### src/rtl/deser_pkg.sv
package deser_pkg;

  // Strobes from the framing control to the datapath, valid for one bit period.
  typedef struct packed {
    logic captureWord;  // last bit of a good frame while lock is reached or held
    logic clearWord;    // frame-clock pattern fault seen this cycle
  } deser_strobes_t;

endpackage

### src/rtl/deser_ctrl.sv
module deser_ctrl
  import deser_pkg::*;
#(
  parameter int BITS        = 7,
  parameter int HIGH_BITS   = 4,
  parameter int LOCK_FRAMES = 3
) (
  input  logic           bitClk,
  input  logic           shutdownN,
  input  logic           frameClkIn,
  output deser_strobes_t strobes,
  output logic           clkOut,
  output logic           locked
);

  localparam int PW = $clog2(BITS);
  localparam int CW = $clog2(LOCK_FRAMES) + 1;
  localparam logic [PW-1:0] LAST_IDX  = PW'(BITS - 1);
  localparam logic [PW-1:0] HIGH_LIM  = PW'(HIGH_BITS);
  localparam logic [CW-1:0] LOCK_LAST = CW'(LOCK_FRAMES - 1);

  logic          frameQ;
  logic          framePrev;
  logic [PW-1:0] phase;
  logic [PW-1:0] bitIdx;
  logic [PW-1:0] nextIdx;
  logic          frameBad;
  logic          frameBadNow;
  logic          riseSeen;
  logic          expectHigh;
  logic          mismatch;
  logic          frameEnd;
  logic [CW-1:0] goodCnt;

  // Bit index of the sample currently held in the input registers.
  always_comb begin
    riseSeen    = frameQ & ~framePrev;
    bitIdx      = riseSeen ? '0 : phase;
    expectHigh  = (bitIdx < HIGH_LIM);
    mismatch    = (frameQ != expectHigh);
    frameEnd    = (bitIdx == LAST_IDX);
    nextIdx     = frameEnd ? '0 : bitIdx + 1'b1;
    frameBadNow = mismatch | ((bitIdx != '0) & frameBad);
    strobes.captureWord = frameEnd & ~frameBadNow & (locked | (goodCnt == LOCK_LAST));
    strobes.clearWord   = mismatch;
  end

  always_ff @(posedge bitClk or negedge shutdownN) begin
    if (!shutdownN) begin
      frameQ    <= 1'b0;
      framePrev <= 1'b0;
      phase     <= '0;
      frameBad  <= 1'b0;
      goodCnt   <= '0;
      locked    <= 1'b0;
      clkOut    <= 1'b0;
    end else begin
      frameQ    <= frameClkIn;
      framePrev <= frameQ;
      phase     <= nextIdx;
      frameBad  <= frameBadNow;
      clkOut    <= (nextIdx < HIGH_LIM);
      if (mismatch) begin
        locked  <= 1'b0;
        goodCnt <= '0;
      end else if (frameEnd && !frameBadNow && !locked) begin
        if (goodCnt == LOCK_LAST) locked <= 1'b1;
        else                      goodCnt <= goodCnt + 1'b1;
      end
    end
  end

endmodule

### src/rtl/deser_datapath.sv
module deser_datapath
  import deser_pkg::*;
#(
  parameter int LANES = 4,
  parameter int BITS  = 7
) (
  input  logic                   bitClk,
  input  logic                   shutdownN,
  input  logic [LANES-1:0]       laneIn,
  input  deser_strobes_t         strobes,
  output logic [LANES*BITS-1:0]  wordOut
);

  localparam int WORD_W = LANES * BITS;

  logic [LANES-1:0]  laneQ;
  logic [WORD_W-1:0] assembled;

  always_ff @(posedge bitClk or negedge shutdownN) begin
    if (!shutdownN) laneQ <= '0;
    else            laneQ <= laneIn;
  end

  // Per lane: six earlier bits shift toward the LSB; the current sample completes the group.
  for (genvar n = 0; n < LANES; n++) begin : g_lane
    logic [BITS-2:0] shiftQ;
    always_ff @(posedge bitClk or negedge shutdownN) begin
      if (!shutdownN) shiftQ <= '0;
      else            shiftQ <= {laneQ[n], shiftQ[BITS-2:1]};
    end
    assign assembled[n*BITS +: BITS] = {laneQ[n], shiftQ};
  end

  always_ff @(posedge bitClk or negedge shutdownN) begin
    if (!shutdownN)               wordOut <= '0;
    else if (strobes.clearWord)   wordOut <= '0;
    else if (strobes.captureWord) wordOut <= assembled;
  end

endmodule

### src/rtl/quad_lane_deser.sv
module quad_lane_deser
  import deser_pkg::*;
#(
  parameter int LANES       = 4,
  parameter int BITS        = 7,
  parameter int HIGH_BITS   = 4,
  parameter int LOCK_FRAMES = 3
) (
  input  logic                  bitClk,
  input  logic                  shutdownN,
  input  logic                  frameClkIn,
  input  logic [LANES-1:0]      laneIn,
  output logic [LANES*BITS-1:0] wordOut,
  output logic                  clkOut,
  output logic                  locked
);

  localparam int WORD_W = LANES * BITS;

  deser_strobes_t strobes;

  deser_ctrl #(
    .BITS       (BITS),
    .HIGH_BITS  (HIGH_BITS),
    .LOCK_FRAMES(LOCK_FRAMES)
  ) ctrl_i (
    .bitClk    (bitClk),
    .shutdownN (shutdownN),
    .frameClkIn(frameClkIn),
    .strobes   (strobes),
    .clkOut    (clkOut),
    .locked    (locked)
  );

  deser_datapath #(
    .LANES(LANES),
    .BITS (BITS)
  ) dp_i (
    .bitClk   (bitClk),
    .shutdownN(shutdownN),
    .laneIn   (laneIn),
    .strobes  (strobes),
    .wordOut  (wordOut)
  );

endmodule

### config.mk
export PLATFORM = sky130hd
export DESIGN_NAME = quad_lane_deser
export DESIGN_NICKNAME = d
export VERILOG_FILES = /design/src/rtl/deser_pkg.sv /design/src/rtl/deser_ctrl.sv /design/src/rtl/deser_datapath.sv /design/src/rtl/quad_lane_deser.sv
export SDC_FILE = /design/constraint.sdc
export NUM_CORES = 1
export LEC_CHECK = 0
export BUFFER_PORTS_ARGS = -buffer_cell sky130_fd_sc_hd__buf_4
export CAP_MARGIN = 10
export CORE_AREA = 2 2 96 98
export DETAILED_ROUTE_END_ITERATION = 8
export DIE_AREA = 0 0 98 100
export GPL_TIMING_DRIVEN = 1
export PLACE_DENSITY_LB_ADDON = 0.05
export SLEW_MARGIN = 20
export SYNTH_ARGS = -nofsm -noshare
export SYNTH_HDL_FRONTEND = slang
export SYNTH_SLANG_ARGS = --single-unit
export TNS_END_PERCENT = 20
### constraint.sdc
create_clock -name bitClk -period 3.96 [get_ports bitClk]
set_clock_uncertainty 0.15 [all_clocks]
set_input_delay 0.792 -clock bitClk [delete_from_list [all_inputs] [get_ports bitClk]]
set_output_delay 0.792 -clock bitClk [all_outputs]
set_load 0.1 [all_outputs]
==> results.cfg <==
[status]
run_status = complete, no violations

[power_and_ir_drop]
power_switching_share = 0.290
netsw_uw = 432
power.internal_mw = 1.06
share_comb_of_total_power = 0.120
powerDensity_mw_per_mm2 = 483
power.static_leakage_nw = 1.49
clock_power_share = 0.369
pwr-share-seq = 0.511
worst_ir_drop_vdd_v = 0.000157
totalPowerFinal_mw = 1.49

[final_layout]
syn2layout_area_growth_pct = 21.4
layout_commonest_cell = sky130_fd_sc_hd__dfrtp_1
post-route-cell-area_mm2 = 0.00309
num-fill-cells = 901
diodes = 0
mostFrequentLayoutCells = sky130_fd_sc_hd__dfrtp_1 (67), sky130_fd_sc_hd__buf_4 (38), sky130_fd_sc_hd__inv_1 (30)
fin_nets = 244
post_route_cells_drive_above_1_share = 0.404

[synthesis]
synthTopCellsByArea = sky130_fd_sc_hd__dfrtp_1 (66%), sky130_fd_sc_hd__nand3_2 (7.9%), sky130_fd_sc_hd__o21ai_2 (6.9%)
synth_flop_cell = sky130_fd_sc_hd__dfrtp_1
synth_largest_type_area_fraction = 0.659
ys_warns = 0
synth_compound_area_frac = 0.106
postSynthCellCount = 195
synthAdderAreaFrac = 0.00984
syn-cell-area_mm2 = 0.00254
post_synth_mux_area_share = 0.00837
synth_simple_gate_area_share = 0.138
yosysSeqAreaShare = 0.659
postSynthRegisterBits = 67
count_of_flip_flops_with_a_built_in_enable_after_synthesis = 0
synth_cell_type_count = 25
synth_top_family_by_area = simple AND/OR/NAND/NOR gates
syn_area_per_cell_um2 = 13.0
number_of_nets_in_the_synthesized_netlist = 204
post_synth_xor_xnor_area = 0.00344
synth_top_cell_by_area = sky130_fd_sc_hd__dfrtp_1
ys_async_sr_fraction = 1.00

[detailed_routing]
finalWirelength_um = 4570
num_vias = 1500
wire_per_inst_um = 13.0
drt-vias-per-instance = 4.27
ant_nets = 0
drt_first_iter_violations = 76
drcViolationCount = 0
detailedRoute.firstPassIterationCount = 4

[floorplanning]
core_area_mm2 = 0.00889
die_area_mm2 = 0.00980
pin_count = 37
starting_density_of_the_core = 0.286
floorplan.rows = 35
die_width_um = 98
chipHeight_um = 100

[run]
timing.max_cap.violations = 0

[timing]
worst_slew_pin_tran_ns = 0.910
final-max-slew-violation-count = 0
setup_tns_ns = 0
finalSetupViolations = 0
achievable-frequency_mhz = 429
post-route-period-util = 0.589
rsz_0062_raised_after_global_routing = false
timing.final.hold_violations = 0
worst_slew_margin_rel = 0.393
period_needed_ns = 2.33

[grt]
grtUsageMet2 = 0.150
grt_antenna_before_repair = 0
grt_busiest_layer = met2
met3_usage = 0.0362
gr-usage-all-layers = 0.101
first_pass_grt_wire_length_um = 7710
globalRouteOverflowTotal = 0
grt_use_met1 = 0.132
first_global_vias = 1543
grt_start_max_net_pins = 68

[setup_path]
crit_path_max_incr_delay_ns = 0.69
nature_of_the_critical_path_endpoint = flip-flop
worst_setup_path_start_kind = flip-flop
critical_path_peak_fanout = 28
cpLargestDelayFamily = compound AO/OA/AOI/OAI gates
crit_arrival_ns = 2.45
cp_data_required_time_ns = 4.08
crit_type = reg -> reg
crit_buf_inv = 2
crit_path_cell_trace = inv_1, ha_1, nor2b_1, o211ai_4, buf_4, nand3_2, o21ai_2
critical_path_cell_with_the_highest_stage_delay = sky130_fd_sc_hd__o211ai_4

[clock_network]
post_cts_buffers = 0
cts_repair_resize_count = 0
ctsHoldBuffers = 0
cts_max_path_buffers = 2
cts-htree-levels = 3
worstSkewPairLatency_ns = 0.33
clkSlewWorstSetupHoldPaths_ns = 0.07
cts-root-buf = sky130_fd_sc_hd__clkbuf_8
cts_tree = built
number_of_clock_buffers_inserted_by_tritoncts = 9
cts_sinks = 67

[min_path]
holdCritPathClass = reg -> reg

[placement]
placed_area_mm2 = 0.00290
finalWeightedCongestion = 0.660
io_buffers = 36
detailedPlacementHpwl_um = 2700
-- cell usage after synthesis (2+ instances only) --
cell type and n:
sky130_fd_sc_hd__o21ai_1 2, sky130_fd_sc_hd__buf_6 5, sky130_fd_sc_hd__nand3_1 12, sky130_fd_sc_hd__o21ai_2 20, sky130_fd_sc_hd__nand2_1 5, sky130_fd_sc_hd__ha_1 2, sky130_fd_sc_hd__nand2b_1 2, sky130_fd_sc_hd__inv_1 30
sky130_fd_sc_hd__buf_2 4, sky130_fd_sc_hd__nor2b_1 2, sky130_fd_sc_hd__o21ai_0 11, sky130_fd_sc_hd__nand3_2 20, sky130_fd_sc_hd__and2_1 2, sky130_fd_sc_hd__dfrtp_1 67
-- through the flow --
| step | util | setup WS, ns | hold WS (ns) | cells |
|---|---|---|---|---|
| after detailed placement | 0.326 | 1.61 | 0.210 | 335 |
| after global routing | 0.347 | 1.46 | 0.231 | 351 |
| after global placement | 0.326 | 1.68 | 0.209 | 335 |
| final | 0.347 | 1.63 | 0.222 | 351 |
| after CTS | 0.347 | 1.59 | 0.225 | 351 |
| after floorplan | - | 2.08 | 0.204 | 195 |
-- power by group through the flow --
stage | registers [mW] | clock network [mW] | logic (mW)
3_5_place_dp | 0.774 | 0 | 0.184
3_3_place_gp | 0.774 | 0 | 0.184
2_1_floorplan | 0.800 | 0 | 0.100
4_1_cts | 0.761 | 0.576 | 0.185
6_report | 0.761 | 0.549 | 0.179
5_1_grt | 0.768 | 0.599 | 0.199
-- cells by family after synthesis --
kind of cell	count (synthesis)
xor gates and xnor gates	1
buffers and inverters	39
and+or+nand+nor	48
muxes	2
DFF	67
adders and majority gates	2
AOI/OAI and AO/OA	36
-- path summary, 6_finish.rpt --
kind / from / to / slack [ns] / cells past startpoint
setup / recovery: ctrl_i.goodCnt[0]$_DFFE_PN0P_ / dp_i.wordOut[12]$_DFFE_PN0P_ / 1.63 / 7
hold / removal: dp_i.g_lane[0].shiftQ[5]$_DFF_PN0_ / dp_i.g_lane[0].shiftQ[4]$_DFF_PN0_ / 0.22 / 0
setup reg to reg: ctrl_i.goodCnt[0]$_DFFE_PN0P_ / dp_i.wordOut[12]$_DFFE_PN0P_ / 1.63 / 7
hold reg to reg: dp_i.g_lane[0].shiftQ[5]$_DFF_PN0_ / dp_i.g_lane[0].shiftQ[4]$_DFF_PN0_ / 0.22 / 0
max in group asynchronous: shutdownN / dp_i.wordOut[16]$_DFFE_PN0P_ / 2.68 / 1
min in group asynchronous: shutdownN / ctrl_i.phase[2]$_DFF_PN0_ / 0.39 / 1
-- per-layer routing --
layer	routed length (um)	up-vias
li1	-	714
met4	78	0
met2	2120	31
met1	2160	747
met3	211	8
met5	0	-
-- registers in the layout, indices dropped and copies added, names as in the netlist, 3 cells and up --
register / flops
ctrl_i.phase: 3
dp_i.laneQ: 4
dp_i.wordOut: 28
ctrl_i.goodCnt: 3
dp_i.g_lane.shiftQ: 24
-- worst register-to-register path, delay by kind of cell (launching register included) --
family	cells	cell delay (ns)
AOI/OAI and AO/OA	2	0.77
buffers and inverters	2	0.47
DFF	1	0.40
and+or+nand+nor	2	0.28
adders and majority gates	1	0.20
-- final cells by class --
type / instances / area, um^2 / share of cell area
sequential: 67 / 1680 / 0.543
multi-input combinational: 89 / 687 / 0.223
timing repair buffer: 38 / 285 / 0.0925
tap: 111 / 139 / 0.0450
clock buffer: 11 / 131 / 0.0426
inverter: 30 / 113 / 0.0365
clock inverter: 5 / 53.8 / 0.0174
(Power assumes the default switching activity.)
